<file path="src/rtl/tap_pkg.sv">
package tap_pkg;

  localparam int IR_W = 8;

  typedef enum logic [3:0] {
    ST_TLR    = 4'hF,
    ST_RTI    = 4'hC,
    ST_SEL_DR = 4'h7,
    ST_CAP_DR = 4'h6,
    ST_SH_DR  = 4'h2,
    ST_EX1_DR = 4'h1,
    ST_PAU_DR = 4'h3,
    ST_EX2_DR = 4'h0,
    ST_UPD_DR = 4'h5,
    ST_SEL_IR = 4'h4,
    ST_CAP_IR = 4'hE,
    ST_SH_IR  = 4'hA,
    ST_EX1_IR = 4'h9,
    ST_PAU_IR = 4'hB,
    ST_EX2_IR = 4'h8,
    ST_UPD_IR = 4'hD
  } tap_state_e;

  localparam logic [IR_W-1:0] OP_BYPASS = 8'hFF;
  localparam logic [IR_W-1:0] OP_SAMPLE = 8'h01;
  localparam logic [IR_W-1:0] OP_EXTEST = 8'h00;
  localparam logic [IR_W-1:0] OP_CLAMP  = 8'hFA;
  localparam logic [IR_W-1:0] OP_HIGHZ  = 8'hFC;
  localparam logic [IR_W-1:0] OP_IDCODE = 8'hFE;
  localparam logic [IR_W-1:0] OP_USER   = 8'hFD;
  localparam logic [IR_W-1:0] OP_CONFIG = 8'hEE;

  typedef enum logic [1:0] {
    DR_BYP  = 2'd0,
    DR_ID   = 2'd1,
    DR_USER = 2'd2,
    DR_BSR  = 2'd3
  } dr_sel_e;

endpackage

</file>
<file path="src/rtl/tap_fsm.sv">
module tap_fsm
  import tap_pkg::*;
(
  input  logic       tck_i,
  input  logic       trst_n_i,
  input  logic       tms_i,
  output tap_state_e state_o,
  output tap_state_e state_nxt_o
);

  tap_state_e state_q;
  tap_state_e state_d;

  always_comb begin
    state_d = state_q;
    unique case (state_q)
      ST_TLR:    state_d = tms_i ? ST_TLR    : ST_RTI;
      ST_RTI:    state_d = tms_i ? ST_SEL_DR : ST_RTI;
      ST_SEL_DR: state_d = tms_i ? ST_SEL_IR : ST_CAP_DR;
      ST_CAP_DR: state_d = tms_i ? ST_EX1_DR : ST_SH_DR;
      ST_SH_DR:  state_d = tms_i ? ST_EX1_DR : ST_SH_DR;
      ST_EX1_DR: state_d = tms_i ? ST_UPD_DR : ST_PAU_DR;
      ST_PAU_DR: state_d = tms_i ? ST_EX2_DR : ST_PAU_DR;
      ST_EX2_DR: state_d = tms_i ? ST_UPD_DR : ST_SH_DR;
      ST_UPD_DR: state_d = tms_i ? ST_SEL_DR : ST_RTI;
      ST_SEL_IR: state_d = tms_i ? ST_TLR    : ST_CAP_IR;
      ST_CAP_IR: state_d = tms_i ? ST_EX1_IR : ST_SH_IR;
      ST_SH_IR:  state_d = tms_i ? ST_EX1_IR : ST_SH_IR;
      ST_EX1_IR: state_d = tms_i ? ST_UPD_IR : ST_PAU_IR;
      ST_PAU_IR: state_d = tms_i ? ST_EX2_IR : ST_PAU_IR;
      ST_EX2_IR: state_d = tms_i ? ST_UPD_IR : ST_SH_IR;
      ST_UPD_IR: state_d = tms_i ? ST_SEL_DR : ST_RTI;
      default:   state_d = ST_TLR;
    endcase
  end

  always_ff @(posedge tck_i or negedge trst_n_i) begin
    if (!trst_n_i) state_q <= ST_TLR;
    else           state_q <= state_d;
  end

  assign state_o     = state_q;
  assign state_nxt_o = state_d;

  // five rising edges with TMS high always end in Test-Logic-Reset
  a_r1_tms_reset: assert property (@(posedge tck_i) disable iff (!trst_n_i)
    ($past(tms_i, 1) && $past(tms_i, 2) && $past(tms_i, 3) &&
     $past(tms_i, 4) && $past(tms_i, 5)) |-> (state_q == ST_TLR));

  // with TMS low, Test-Logic-Reset is always left for Run-Test/Idle
  a_r1_leave_reset: assert property (@(posedge tck_i) disable iff (!trst_n_i)
    (state_q == ST_TLR && !tms_i) |=> (state_q == ST_RTI));

endmodule

</file>
<file path="src/rtl/tap_ir.sv">
module tap_ir
  import tap_pkg::*;
(
  input  logic            tck_i,
  input  logic            trst_n_i,
  input  tap_state_e      state_i,
  input  logic            tdi_i,
  input  logic            isp_mode_i,
  input  logic            secure_i,
  output logic            ir_lsb_o,
  output logic [IR_W-1:0] instr_o,
  output logic [IR_W-1:0] instr_nxt_o
);

  logic [IR_W-1:0] ir_sr_q;
  logic [IR_W-1:0] instr_q;
  logic [IR_W-1:0] instr_d;
  logic [IR_W-1:0] cap_pat;

  always_comb begin
    cap_pat      = '0;
    cap_pat[4]   = isp_mode_i;
    cap_pat[3]   = secure_i;
    cap_pat[2:0] = 3'b001;
  end

  always_comb begin
    instr_d = instr_q;
    if (state_i == ST_TLR)         instr_d = OP_IDCODE;
    else if (state_i == ST_UPD_IR) instr_d = ir_sr_q;
  end

  always_ff @(posedge tck_i or negedge trst_n_i) begin
    if (!trst_n_i) begin
      ir_sr_q <= '0;
      instr_q <= OP_IDCODE;
    end else begin
      instr_q <= instr_d;
      if (state_i == ST_CAP_IR)     ir_sr_q <= cap_pat;
      else if (state_i == ST_SH_IR) ir_sr_q <= {tdi_i, ir_sr_q[IR_W-1:1]};
    end
  end

  assign ir_lsb_o    = ir_sr_q[0];
  assign instr_o     = instr_q;
  assign instr_nxt_o = instr_d;

  // capture pattern carries live status in bits 4 and 3, fixed elsewhere
  a_r2_capture_pattern: assert property (@(posedge tck_i) disable iff (!trst_n_i)
    (state_i == ST_CAP_IR) |=> (ir_sr_q[IR_W-1:5] == '0 && ir_sr_q[2:0] == 3'b001 &&
                                ir_sr_q[4] == $past(isp_mode_i) && ir_sr_q[3] == $past(secure_i)));

  // the active instruction only moves when leaving Update-IR or in reset state
  a_r3_instr_hold: assert property (@(posedge tck_i) disable iff (!trst_n_i)
    (state_i != ST_UPD_IR && state_i != ST_TLR) |=> $stable(instr_q));

  // reset state makes IDCODE active
  a_r5_reset_idcode: assert property (@(posedge tck_i) disable iff (!trst_n_i)
    (state_i == ST_TLR) |=> (instr_q == OP_IDCODE));

endmodule

</file>
<file path="src/rtl/tap_decode.sv">
module tap_decode
  import tap_pkg::*;
(
  input  logic [IR_W-1:0] instr_i,
  output dr_sel_e         dr_sel_o,
  output logic            bsr_sel_o,
  output logic            pin_drive_o,
  output logic            pin_float_o
);

  always_comb begin
    dr_sel_o    = DR_BYP;
    pin_drive_o = 1'b0;
    pin_float_o = 1'b0;
    unique case (instr_i)
      OP_IDCODE: dr_sel_o = DR_ID;
      OP_USER:   dr_sel_o = DR_USER;
      OP_SAMPLE: dr_sel_o = DR_BSR;
      OP_EXTEST: begin
        dr_sel_o    = DR_BSR;
        pin_drive_o = 1'b1;
      end
      OP_CLAMP:  pin_drive_o = 1'b1;
      OP_HIGHZ:  pin_float_o = 1'b1;
      default:   dr_sel_o = DR_BYP;
    endcase
  end

  assign bsr_sel_o = (dr_sel_o == DR_BSR);

  // drive and float modes never overlap
  always_comb begin
    a_r10_modes_exclusive: assert (!(pin_drive_o && pin_float_o));
  end

endmodule

</file>
<file path="src/rtl/tap_dr.sv">
module tap_dr
  import tap_pkg::*;
#(
  parameter int          DR_W     = 32,
  parameter logic [31:0] ID_VALUE = 32'h05024093
) (
  input  logic            tck_i,
  input  logic            trst_n_i,
  input  tap_state_e      state_i,
  input  dr_sel_e         dr_sel_i,
  input  logic            tdi_i,
  input  logic [DR_W-1:0] usercode_i,
  input  logic            bsr_tdo_i,
  output logic            dr_lsb_o
);

  logic            byp_q;
  logic [DR_W-1:0] word_sr_q;
  logic            word_sel;

  assign word_sel = (dr_sel_i == DR_ID) || (dr_sel_i == DR_USER);

  always_ff @(posedge tck_i or negedge trst_n_i) begin
    if (!trst_n_i) begin
      byp_q     <= 1'b0;
      word_sr_q <= '0;
    end else begin
      if (state_i == ST_CAP_DR) begin
        byp_q <= 1'b0;
        if (word_sel) word_sr_q <= (dr_sel_i == DR_ID) ? ID_VALUE[DR_W-1:0] : usercode_i;
      end else if (state_i == ST_SH_DR) begin
        byp_q <= tdi_i;
        if (word_sel) word_sr_q <= {tdi_i, word_sr_q[DR_W-1:1]};
      end
    end
  end

  always_comb begin
    unique case (dr_sel_i)
      DR_ID, DR_USER: dr_lsb_o = word_sr_q[0];
      DR_BSR:         dr_lsb_o = bsr_tdo_i;
      default:        dr_lsb_o = byp_q;
    endcase
  end

  // bypass stage captures a zero
  a_r8_bypass_zero: assert property (@(posedge tck_i) disable iff (!trst_n_i)
    (state_i == ST_CAP_DR && dr_sel_i == DR_BYP) |=> (byp_q == 1'b0));

  // identification capture loads the fixed word, LSB set
  a_r6_id_capture: assert property (@(posedge tck_i) disable iff (!trst_n_i)
    (state_i == ST_CAP_DR && dr_sel_i == DR_ID) |=> (word_sr_q[0] == 1'b1));

  // user capture loads the input word
  a_r7_user_capture: assert property (@(posedge tck_i) disable iff (!trst_n_i)
    (state_i == ST_CAP_DR && dr_sel_i == DR_USER) |=> (word_sr_q == $past(usercode_i)));

endmodule

</file>
<file path="src/rtl/tap_cfg_pulse.sv">
module tap_cfg_pulse
  import tap_pkg::*;
#(
  parameter int CFG_PULSE_LEN = 4
) (
  input  logic            tck_i,
  input  logic            trst_n_i,
  input  tap_state_e      state_i,
  input  tap_state_e      state_nxt_i,
  input  logic [IR_W-1:0] instr_nxt_i,
  output logic            cfg_n_o
);

  localparam int CW = $clog2(CFG_PULSE_LEN + 1);
  localparam logic [CW-1:0] LEN_C = CW'(CFG_PULSE_LEN);

  logic [CW-1:0] cnt_q;
  logic          fire;

  assign fire = (state_i != ST_RTI) && (state_nxt_i == ST_RTI) &&
                (instr_nxt_i == OP_CONFIG) && (cnt_q == '0);

  always_ff @(posedge tck_i or negedge trst_n_i) begin
    if (!trst_n_i)          cnt_q <= '0;
    else if (fire)          cnt_q <= LEN_C;
    else if (cnt_q != '0)   cnt_q <= cnt_q - 1'b1;
  end

  assign cfg_n_o = (cnt_q == '0);

  // checker: length of the current low run
  logic [CW:0] low_run_q;
  always_ff @(posedge tck_i or negedge trst_n_i) begin
    if (!trst_n_i)     low_run_q <= '0;
    else if (!cfg_n_o) low_run_q <= low_run_q + 1'b1;
    else               low_run_q <= '0;
  end

  // a pulse starts only on the first cycle in Run-Test/Idle
  a_r11_pulse_origin: assert property (@(posedge tck_i) disable iff (!trst_n_i)
    $fell(cfg_n_o) |-> (state_i == ST_RTI && $past(state_i) != ST_RTI));

  // a pulse never outlasts its length
  a_r11_pulse_len: assert property (@(posedge tck_i) disable iff (!trst_n_i)
    (!cfg_n_o) |-> (low_run_q < (CW+1)'(CFG_PULSE_LEN)));

endmodule

</file>
<file path="src/rtl/tap_isp_ctrl.sv">
module tap_isp_ctrl
  import tap_pkg::*;
#(
  parameter logic [3:0] ID_VERSION    = 4'h0,
  parameter logic [7:0] ID_PRODUCT    = 8'h24,
  parameter int         CFG_PULSE_LEN = 4,
  parameter int         DR_W          = 32
) (
  input  logic            tck_i,
  input  logic            trst_n_i,
  input  logic            tms_i,
  input  logic            tdi_i,
  output logic            tdo_o,
  output logic            tdo_en_o,
  input  logic            isp_mode_i,
  input  logic            secure_i,
  input  logic [DR_W-1:0] usercode_i,
  input  logic            bsr_tdo_i,
  output logic            bsr_sel_o,
  output logic            bsr_capture_o,
  output logic            bsr_shift_o,
  output logic            bsr_update_o,
  output logic            pin_drive_o,
  output logic            pin_float_o,
  output logic            cfg_n_o
);

  localparam logic [7:0]  ID_FAMILY = 8'h50;
  localparam logic [10:0] ID_VENDOR = 11'h049;
  localparam logic [31:0] ID_VALUE  = {ID_VERSION, ID_FAMILY, ID_PRODUCT, ID_VENDOR, 1'b1};

  tap_state_e      state;
  tap_state_e      state_nxt;
  logic            ir_lsb;
  logic            dr_lsb;
  logic [IR_W-1:0] instr;
  logic [IR_W-1:0] instr_nxt;
  dr_sel_e         dr_sel;
  logic            bsr_sel;
  logic            tdo_q;
  logic            tdo_en_q;

  tap_fsm u_fsm (
    .tck_i       (tck_i),
    .trst_n_i    (trst_n_i),
    .tms_i       (tms_i),
    .state_o     (state),
    .state_nxt_o (state_nxt)
  );

  tap_ir u_ir (
    .tck_i       (tck_i),
    .trst_n_i    (trst_n_i),
    .state_i     (state),
    .tdi_i       (tdi_i),
    .isp_mode_i  (isp_mode_i),
    .secure_i    (secure_i),
    .ir_lsb_o    (ir_lsb),
    .instr_o     (instr),
    .instr_nxt_o (instr_nxt)
  );

  tap_decode u_dec (
    .instr_i     (instr),
    .dr_sel_o    (dr_sel),
    .bsr_sel_o   (bsr_sel),
    .pin_drive_o (pin_drive_o),
    .pin_float_o (pin_float_o)
  );

  tap_dr #(
    .DR_W     (DR_W),
    .ID_VALUE (ID_VALUE)
  ) u_dr (
    .tck_i      (tck_i),
    .trst_n_i   (trst_n_i),
    .state_i    (state),
    .dr_sel_i   (dr_sel),
    .tdi_i      (tdi_i),
    .usercode_i (usercode_i),
    .bsr_tdo_i  (bsr_tdo_i),
    .dr_lsb_o   (dr_lsb)
  );

  tap_cfg_pulse #(
    .CFG_PULSE_LEN (CFG_PULSE_LEN)
  ) u_cfg (
    .tck_i       (tck_i),
    .trst_n_i    (trst_n_i),
    .state_i     (state),
    .state_nxt_i (state_nxt),
    .instr_nxt_i (instr_nxt),
    .cfg_n_o     (cfg_n_o)
  );

  // serial output retimed to the falling edge
  always_ff @(negedge tck_i or negedge trst_n_i) begin
    if (!trst_n_i) begin
      tdo_q    <= 1'b0;
      tdo_en_q <= 1'b0;
    end else if (state == ST_SH_IR) begin
      tdo_q    <= ir_lsb;
      tdo_en_q <= 1'b1;
    end else if (state == ST_SH_DR) begin
      tdo_q    <= dr_lsb;
      tdo_en_q <= 1'b1;
    end else begin
      tdo_q    <= 1'b0;
      tdo_en_q <= 1'b0;
    end
  end

  assign tdo_o         = tdo_q;
  assign tdo_en_o      = tdo_en_q;
  assign bsr_sel_o     = bsr_sel;
  assign bsr_capture_o = bsr_sel && (state == ST_CAP_DR);
  assign bsr_shift_o   = bsr_sel && (state == ST_SH_DR);
  assign bsr_update_o  = bsr_sel && (state == ST_UPD_DR);

  // output enable only inside the two shift states
  a_r4_en_window: assert property (@(posedge tck_i) disable iff (!trst_n_i)
    tdo_en_o |-> (state == ST_SH_IR || state == ST_SH_DR));

  // serial output is quiet while disabled
  a_r4_tdo_quiet: assert property (@(posedge tck_i) disable iff (!trst_n_i)
    (!tdo_en_o) |-> (tdo_o == 1'b0));

  // chain strobes are mutually exclusive
  a_r9_strobe_onehot: assert property (@(posedge tck_i) disable iff (!trst_n_i)
    $onehot0({bsr_capture_o, bsr_shift_o, bsr_update_o}));

endmodule

</file>
<file path="config.mk">
export PLATFORM = sky130hd
export DESIGN_NAME = tap_isp_ctrl
export DESIGN_NICKNAME = d
export VERILOG_FILES = /design/src/rtl/tap_pkg.sv /design/src/rtl/tap_fsm.sv /design/src/rtl/tap_ir.sv /design/src/rtl/tap_decode.sv /design/src/rtl/tap_dr.sv /design/src/rtl/tap_cfg_pulse.sv /design/src/rtl/tap_isp_ctrl.sv
export SDC_FILE = /design/constraint.sdc
export NUM_CORES = 1
export LEC_CHECK = 0
export BUFFER_PORTS_ARGS = -buffer_cell sky130_fd_sc_hd__buf_2
export CAP_MARGIN = 20
export CORE_UTILIZATION = 35
export CTS_CLUSTER_DIAMETER = 200
export CTS_CLUSTER_SIZE = 24
export DETAILED_ROUTE_END_ITERATION = 7
export SLEW_MARGIN = 20
export SYNTH_ARGS = -nofsm -noshare
export SYNTH_HDL_FRONTEND = slang
export SYNTH_SLANG_ARGS = --single-unit
</file>
<file path="constraint.sdc">
create_clock -name tck_i -period 5.75 [get_ports tck_i]
set_input_delay 0.575 -clock tck_i [delete_from_list [all_inputs] [get_ports tck_i]]
set_output_delay 0.575 -clock tck_i [all_outputs]
set_load 0.02 [all_outputs]
</file>
==> results.sh, run 1 <==
export IMPL_status="finished clean"
export IMPL_cp_max_fo=4
export IMPL_slew_violations=0
export IMPL_drc=0
export IMPL_internal_power_mw=1.06
export IMPL_p_seq_frac=0.451
export IMPL_initial_core_util=0.365
export IMPL_cts_hold_buf=0
export IMPL_postRouteAntennaNets=0
export IMPL_r2r_cells=8
export IMPL_p_sw_uw=658
export IMPL_ys_ff_latch=58
export IMPL_setup_viol=0
export IMPL_dieHeight_um=94.8
export IMPL_p_clk_frac=0.213
export IMPL_cts_resized=0
export IMPL_hold_viol=0
export IMPL_endpoint="tdo_o"
export IMPL_numCtsBuffers=9
export IMPL_drive_above_1_share=0.209
export IMPL_postCtsSetupBuffers=0
export IMPL_finalSetupTns_ns=0
export IMPL_synth_avg_cell_area_um2=8.42
export IMPL_layoutNonFillerInstCount=507
export IMPL_synth_cell_type_count=45
export IMPL_final_common_cell="o21ai_1"
export IMPL_ir_drop_mv=0.163
export IMPL_final_cell_mix="o21ai_1 (49), nand2_1 (48), buf_2 (47), dfrtp_1 (45), inv_1 (34)"
export IMPL_core_area_um2=8260
export IMPL_place_congestion=0.890
export IMPL_r2r_slack_ns=0.66
export IMPL_r2r_start="u_ir.instr_o[5]"
export IMPL_dieArea_um2=8990
export IMPL_grt_overflow_total=0
export IMPL_ys_top_cells_by_area="dfrtp_1 (37%), dfstp_2 (9.6%), o21ai_1 (8.1%)"
export IMPL_crit_path_start="u_ir.instr_o[5]"
export IMPL_crit_type="flip-flop to flip-flop"
export IMPL_finalWirelength_um=6950
export IMPL_relSlewSlack=0.594
export IMPL_ys_flop_type="dfrtp_1"
export IMPL_cts_htree_levels=3
export IMPL_worst_pin_slew_ns=0.609
export IMPL_ys_seq_area_frac=0.486
export IMPL_synth_top_area_frac=0.373
export IMPL_yosysWarningCount=0
export IMPL_cp_required_ns=3.04
export IMPL_clkTransAtPathRegs_ns=0.07
export IMPL_startpoint_type="flip-flop"
export IMPL_dp_slack_ns=0.704
export IMPL_synth_edff_count=0
export IMPL_endpoint_kind="flip-flop"
export IMPL_clock_sinks=58
export IMPL_timing_rr_end="tdo_o"
export IMPL_netlist_instances=358
export IMPL_grt_pass1_wl_um=11800
export IMPL_combPwrFrac=0.336
export IMPL_diodes=0
export IMPL_arrival_ns=2.38
export IMPL_avgRoutedWirePerCell_um=13.7
export IMPL_antenna_found_initial=0
export IMPL_port_buffers=47
export IMPL_yosysTopAreaCell="dfrtp_1"
export IMPL_grt_pass1_vias=2438
export IMPL_clockBufferDepth=2
export IMPL_p_per_area_nw_per_um2=490
export IMPL_finalNetCount=441
export IMPL_die_w_um=94.8
export IMPL_viasPerCell=5.03
export IMPL_vias=2549
export IMPL_drv_cap=0
export IMPL_drt_initial_drc_count=175
export IMPL_cts_root_buf="clkbuf_8"
export IMPL_area_growth_pct=16.2
export IMPL_clk_latency_ns=0.33
export IMPL_num_io_pins=48
export IMPL_p_sw_frac=0.383
export IMPL_p_leak_nw=1.74
export IMPL_drt_pass1_iter_count=5
export IMPL_hold_class="input port to asynchronous set/reset pin"
export IMPL_grt_usage=0.169
export IMPL_rows=33
export IMPL_dp_cells=490
export IMPL_synth_cell_area_um2=3020
export IMPL_grt_setup_unrepaired="no"
export IMPL_synthArstFlopShare=1.00
export IMPL_layout_setup_ws_ns=0.662
export IMPL_syn_num_nets=402
export IMPL_grt_max_degree=65
export IMPL_fin_worst_skew_ns=0.0110
export IMPL_hpwl_um=4450
export IMPL_timing_hold_ws_ns=0.132
export IMPL_cts_tree="done"
[sequential cells by signal, indices dropped and copies added (netlist names)]
register and count:
u_cfg.cnt_q 3, u_ir.instr_o 8, u_ir.ir_sr_q 8, tdo_o 1, u_dr.word_sr_q 32, u_dr.byp_q 1, tdo_en_o 1, u_fsm.state_o 4
[layout make-up]
| type | instances | area, um2 |
|---|---|---|
| multi-input cells | 241 | 1300 |
| inverters | 35 | 131 |
| clock inverters | 2 | 10.0 |
| well taps | 105 | 131 |
| clock buffers | 14 | 183 |
| flip-flops and latches | 58 | 1470 |
| repair buffers | 52 | 280 |
| fillers | 848 | 4750 |
[logic make-up after synthesis]
group / synth area share
fa+ha+maj: 0.0207
simple gates: 0.180
buf+inv: 0.0817
flops: 0.486
compound gates: 0.222
mux: 0.00996
[per-layer routing]
layer	share of wire	global-route usage	vias up
li1	-	-	1295
met3	0.049	0.0274	9
met4	0.012	0.0657	0
met1	0.51	0.244	1167
met2	0.43	0.252	78
met5	0	0	-
[through the flow]
stage          total power [mW]   util  instance area, um2
4_1_cts                    1.72  0.423                3490
3_5_place_dp               1.35  0.399                3300
5_1_grt                    1.86  0.424                3500
6_report                   1.72  0.424                3500
2_1_floorplan              1.20      -                3020
3_3_place_gp               1.33  0.399                3300
[worst min-delay path by stage]
stage          slack (ns)  depth (start not counted)               from                end
3_5_place_dp         0.47                          2  u_dr.word_sr_q[1]  u_dr.word_sr_q[1]
2_1_floorplan        0.28                          0           trst_n_i     u_cfg.cnt_q[0]
5_1_grt              0.16                          1           trst_n_i     u_cfg.cnt_q[2]
3_3_place_gp         0.46                          2  u_dr.word_sr_q[1]  u_dr.word_sr_q[1]
4_1_cts              0.13                          1           trst_n_i     u_cfg.cnt_q[0]
6_report             0.13                          1           trst_n_i     u_cfg.cnt_q[0]
[synth_stat cells, drive strengths merged (2+ instances only)]
cell type   n
dfstp      11
a31oi       2
ha          5
nor2       25
o21ai      80
o31ai      11
a21oi       7
dfrtp      45
nand2b      4
and3        3
nand3       6
clkbuf     13
nor2b       3
o21a        2
inv        35
dfrtn       2
buf        11
mux2i       3
nand2      48
nor3       17
a22o        6
nand4       3
[power by group through the flow]
stage               clock network (mW)  registers, mW  logic (mW)
floorplan                            0          0.715       0.486
global placement                     0          0.768       0.562
detailed placement                   0          0.774       0.575
CTS                              0.373          0.771       0.577
global route                     0.389          0.802       0.669
finish                           0.366          0.774       0.576
[critical path, stage by stage (launching register included)]
cell and delay, ns:
dfstp_2 0.56, and3_1 0.19, nand4_1 0.18, o31ai_1 0.40, inv_1 0.08, ha_1 0.23
a221o_1 0.26, nand3_1 0.08, a21oi_1 0.06
No activity file was read; power rests on OpenSTA's default activity.
==> run 2, diff against run 1 <==
--- a/config.mk
+++ b/config.mk
@@ -7,10 +7,11 @@
 export LEC_CHECK = 0
 export BUFFER_PORTS_ARGS = -buffer_cell sky130_fd_sc_hd__buf_2
 export CAP_MARGIN = 20
-export CORE_UTILIZATION = 35
+export CORE_UTILIZATION = 45
 export CTS_CLUSTER_DIAMETER = 200
 export CTS_CLUSTER_SIZE = 24
 export DETAILED_ROUTE_END_ITERATION = 7
+export PLACE_DENSITY = 0.69
 export SLEW_MARGIN = 20
 export SYNTH_ARGS = -nofsm -noshare
 export SYNTH_HDL_FRONTEND = slang
==> constraint.sdc (replaced) <==
create_clock -name tck_i -period 5.75 [get_ports tck_i]
set_input_delay 0 -clock tck_i [delete_from_list [all_inputs] [get_ports tck_i]]
set_output_delay 0 -clock tck_i [all_outputs]
set_load 0.02 [all_outputs]
==> run 2 against run 1 <==
Net effect:
- the run now ends with DRC left
- clock power is 4% higher
- largest power group unchanged
- critical path type unchanged
- register-to-register slack hardly changed
- utilization grew 13 points
==> results.sh, run 2 (synthesis results as in run 1) <==
export IMPL_crit_type="flip-flop to flip-flop"
export IMPL_grt_pass1_wl_um=11400
export IMPL_r2r_start="u_ir.instr_o[5]"
export IMPL_drc=10
export IMPL_finalNetCount=449
export IMPL_hold_end="u_dr.word_sr_q[0]"
export IMPL_cp_required_ns=3.04
export IMPL_antenna_found_initial=0
export IMPL_num_io_pins=48
export IMPL_status="finished, violations left"
export IMPL_setup_viol=0
export IMPL_grt_usage=0.204
export IMPL_postRouteAntennaNets=0
export IMPL_r2r_cells=8
export IMPL_vias=2581
export IMPL_fin_worst_skew_ns=0.00858
export IMPL_cts_root_buf="clkbuf_8"
export IMPL_final_common_cell="o21ai_1"
export IMPL_cts_tree="done"
export IMPL_ir_drop_mv=0.221
export IMPL_crit_family="compound AO/OA/AOI/OAI gates"
export IMPL_layout_setup_ws_ns=0.667
export IMPL_grt_max_degree=54
export IMPL_drt_pass1_iter_count=7
export IMPL_relSlewSlack=0.332
export IMPL_dp_slack_ns=0.731
export IMPL_avgRoutedWirePerCell_um=13.7
export IMPL_cts_htree_levels=3
export IMPL_hold_viol=0
export IMPL_timing_hold_ws_ns=0.00285
export IMPL_clock_sinks=58
export IMPL_core_area_um2=6420
export IMPL_arrival_ns=2.37
export IMPL_regMostFlops="u_dr.word_sr_q"
export IMPL_viasPerCell=5.30
export IMPL_finalWirelength_um=6680
export IMPL_violations="DRC"
export IMPL_grt_overflow_total=0
export IMPL_holdPathStages=3
export IMPL_critPathMaxStageDelay_ns=0.55
export IMPL_place_congestion=0.870
export IMPL_hpwl_um=4460
export IMPL_timing_rr_end="tdo_o"
export IMPL_clkTransAtPathRegs_ns=0.06
export IMPL_port_buffers=47
export IMPL_hold_start="usercode_i[0]"
export IMPL_dieArea_um2=7030
export IMPL_hold_class="input port to flip-flop"
export IMPL_endpoint_kind="flip-flop"
export IMPL_die_w_um=83.9
export IMPL_r2r_slack_ns=0.67
export IMPL_area_growth_pct=18.5
export IMPL_path_cells="and3_1, nand4_1, o31ai_1, ha_1, inv_1, a221o_1, nand3_1, a21oi_1"
export IMPL_clockBufferDepth=2
export IMPL_finalSetupTns_ns=0
export IMPL_drive_above_1_share=0.195
export IMPL_clk_latency_ns=0.33
export IMPL_cp_max_fo=4
export IMPL_drt_initial_drc_count=230
export IMPL_grt_setup_unrepaired="no"
export IMPL_cts_resized=0
export IMPL_final_core_util=0.556
export IMPL_worst_pin_slew_ns=1.00
export IMPL_drv_cap=0
export IMPL_startpoint_type="flip-flop"
export IMPL_final_cell_mix="o21ai_1 (49), nand2_1 (48), buf_2 (47), dfrtp_1 (45), inv_1 (34)"
export IMPL_diodes=0
export IMPL_grt_pass1_vias=2381
export IMPL_initial_core_util=0.470
export IMPL_dieHeight_um=83.9
export IMPL_power_mw=1.72
export IMPL_slew_violations=0
export IMPL_worst_path_max_delay_cell="dfstp_2"
export IMPL_largest_reg_flops=32
export IMPL_rows=29
export IMPL_crit_buf_inv=1
export IMPL_p_leak_nw=1.78
export IMPL_p_per_area_nw_per_um2=482
export IMPL_numCtsBuffers=9
run 2: routing by layer:
layer  up-vias  share of wire  track usage
li1       1313              -            -
met1      1193           0.49        0.285
met2        65           0.45        0.309
met3        10          0.042       0.0554
met4         0          0.016       0.0643
met5         -              0            0
run 2: power by group:
| group | switching (mW) | internal, mW | total (mW) |
|---|---|---|---|
| registers | 0.191 | 0.618 | 0.809 |
| logic | 0.296 | 0.239 | 0.535 |
| clock network | 0.156 | 0.224 | 0.380 |
run 2: final cells by class:
type | count | area (um2)
Fill cell | 588 | 2850
Sequential cell | 58 | 1470
Multi-Input combinational cell | 241 | 1300
Timing Repair Buffer | 60 | 378
Clock buffer | 14 | 163
Inverter | 35 | 131
Tap cell | 77 | 96.3
Clock inverter | 2 | 35.0
run 2: timing repair:
item / CTS / global route
buffers inserted: 0 / 0
endpoints found under the hold margin: 55 / 0
hold buffers: 10 / 0
run 2: how the worst max path moves through the flow:
stage	slack [ns]	endpoint	from	cells after the start
CTS	0.66	tdo_o	u_ir.instr_o[5]	8
global route	0.50	tdo_o	u_ir.instr_o[5]	8
finish	0.67	tdo_o	u_ir.instr_o[5]	8
floorplan	0.89	tdo_o	u_ir.instr_o[5]	8
global placement	0.77	tdo_o	u_ir.instr_o[5]	8
detailed placement	0.73	tdo_o	u_ir.instr_o[5]	8
run 2: worst min-delay path, cell delays in order:
cell and delay (ns):
buf_2 0.09, nor3_1 0.04, o31ai_1 0.17
run 2: metrics by stage:
step,instance area [um2],std cells
2_1_floorplan,3020,358
3_3_place_gp,3250,460
3_5_place_dp,3270,461
4_1_cts,3570,487
5_1_grt,3570,487
6_report,3570,487
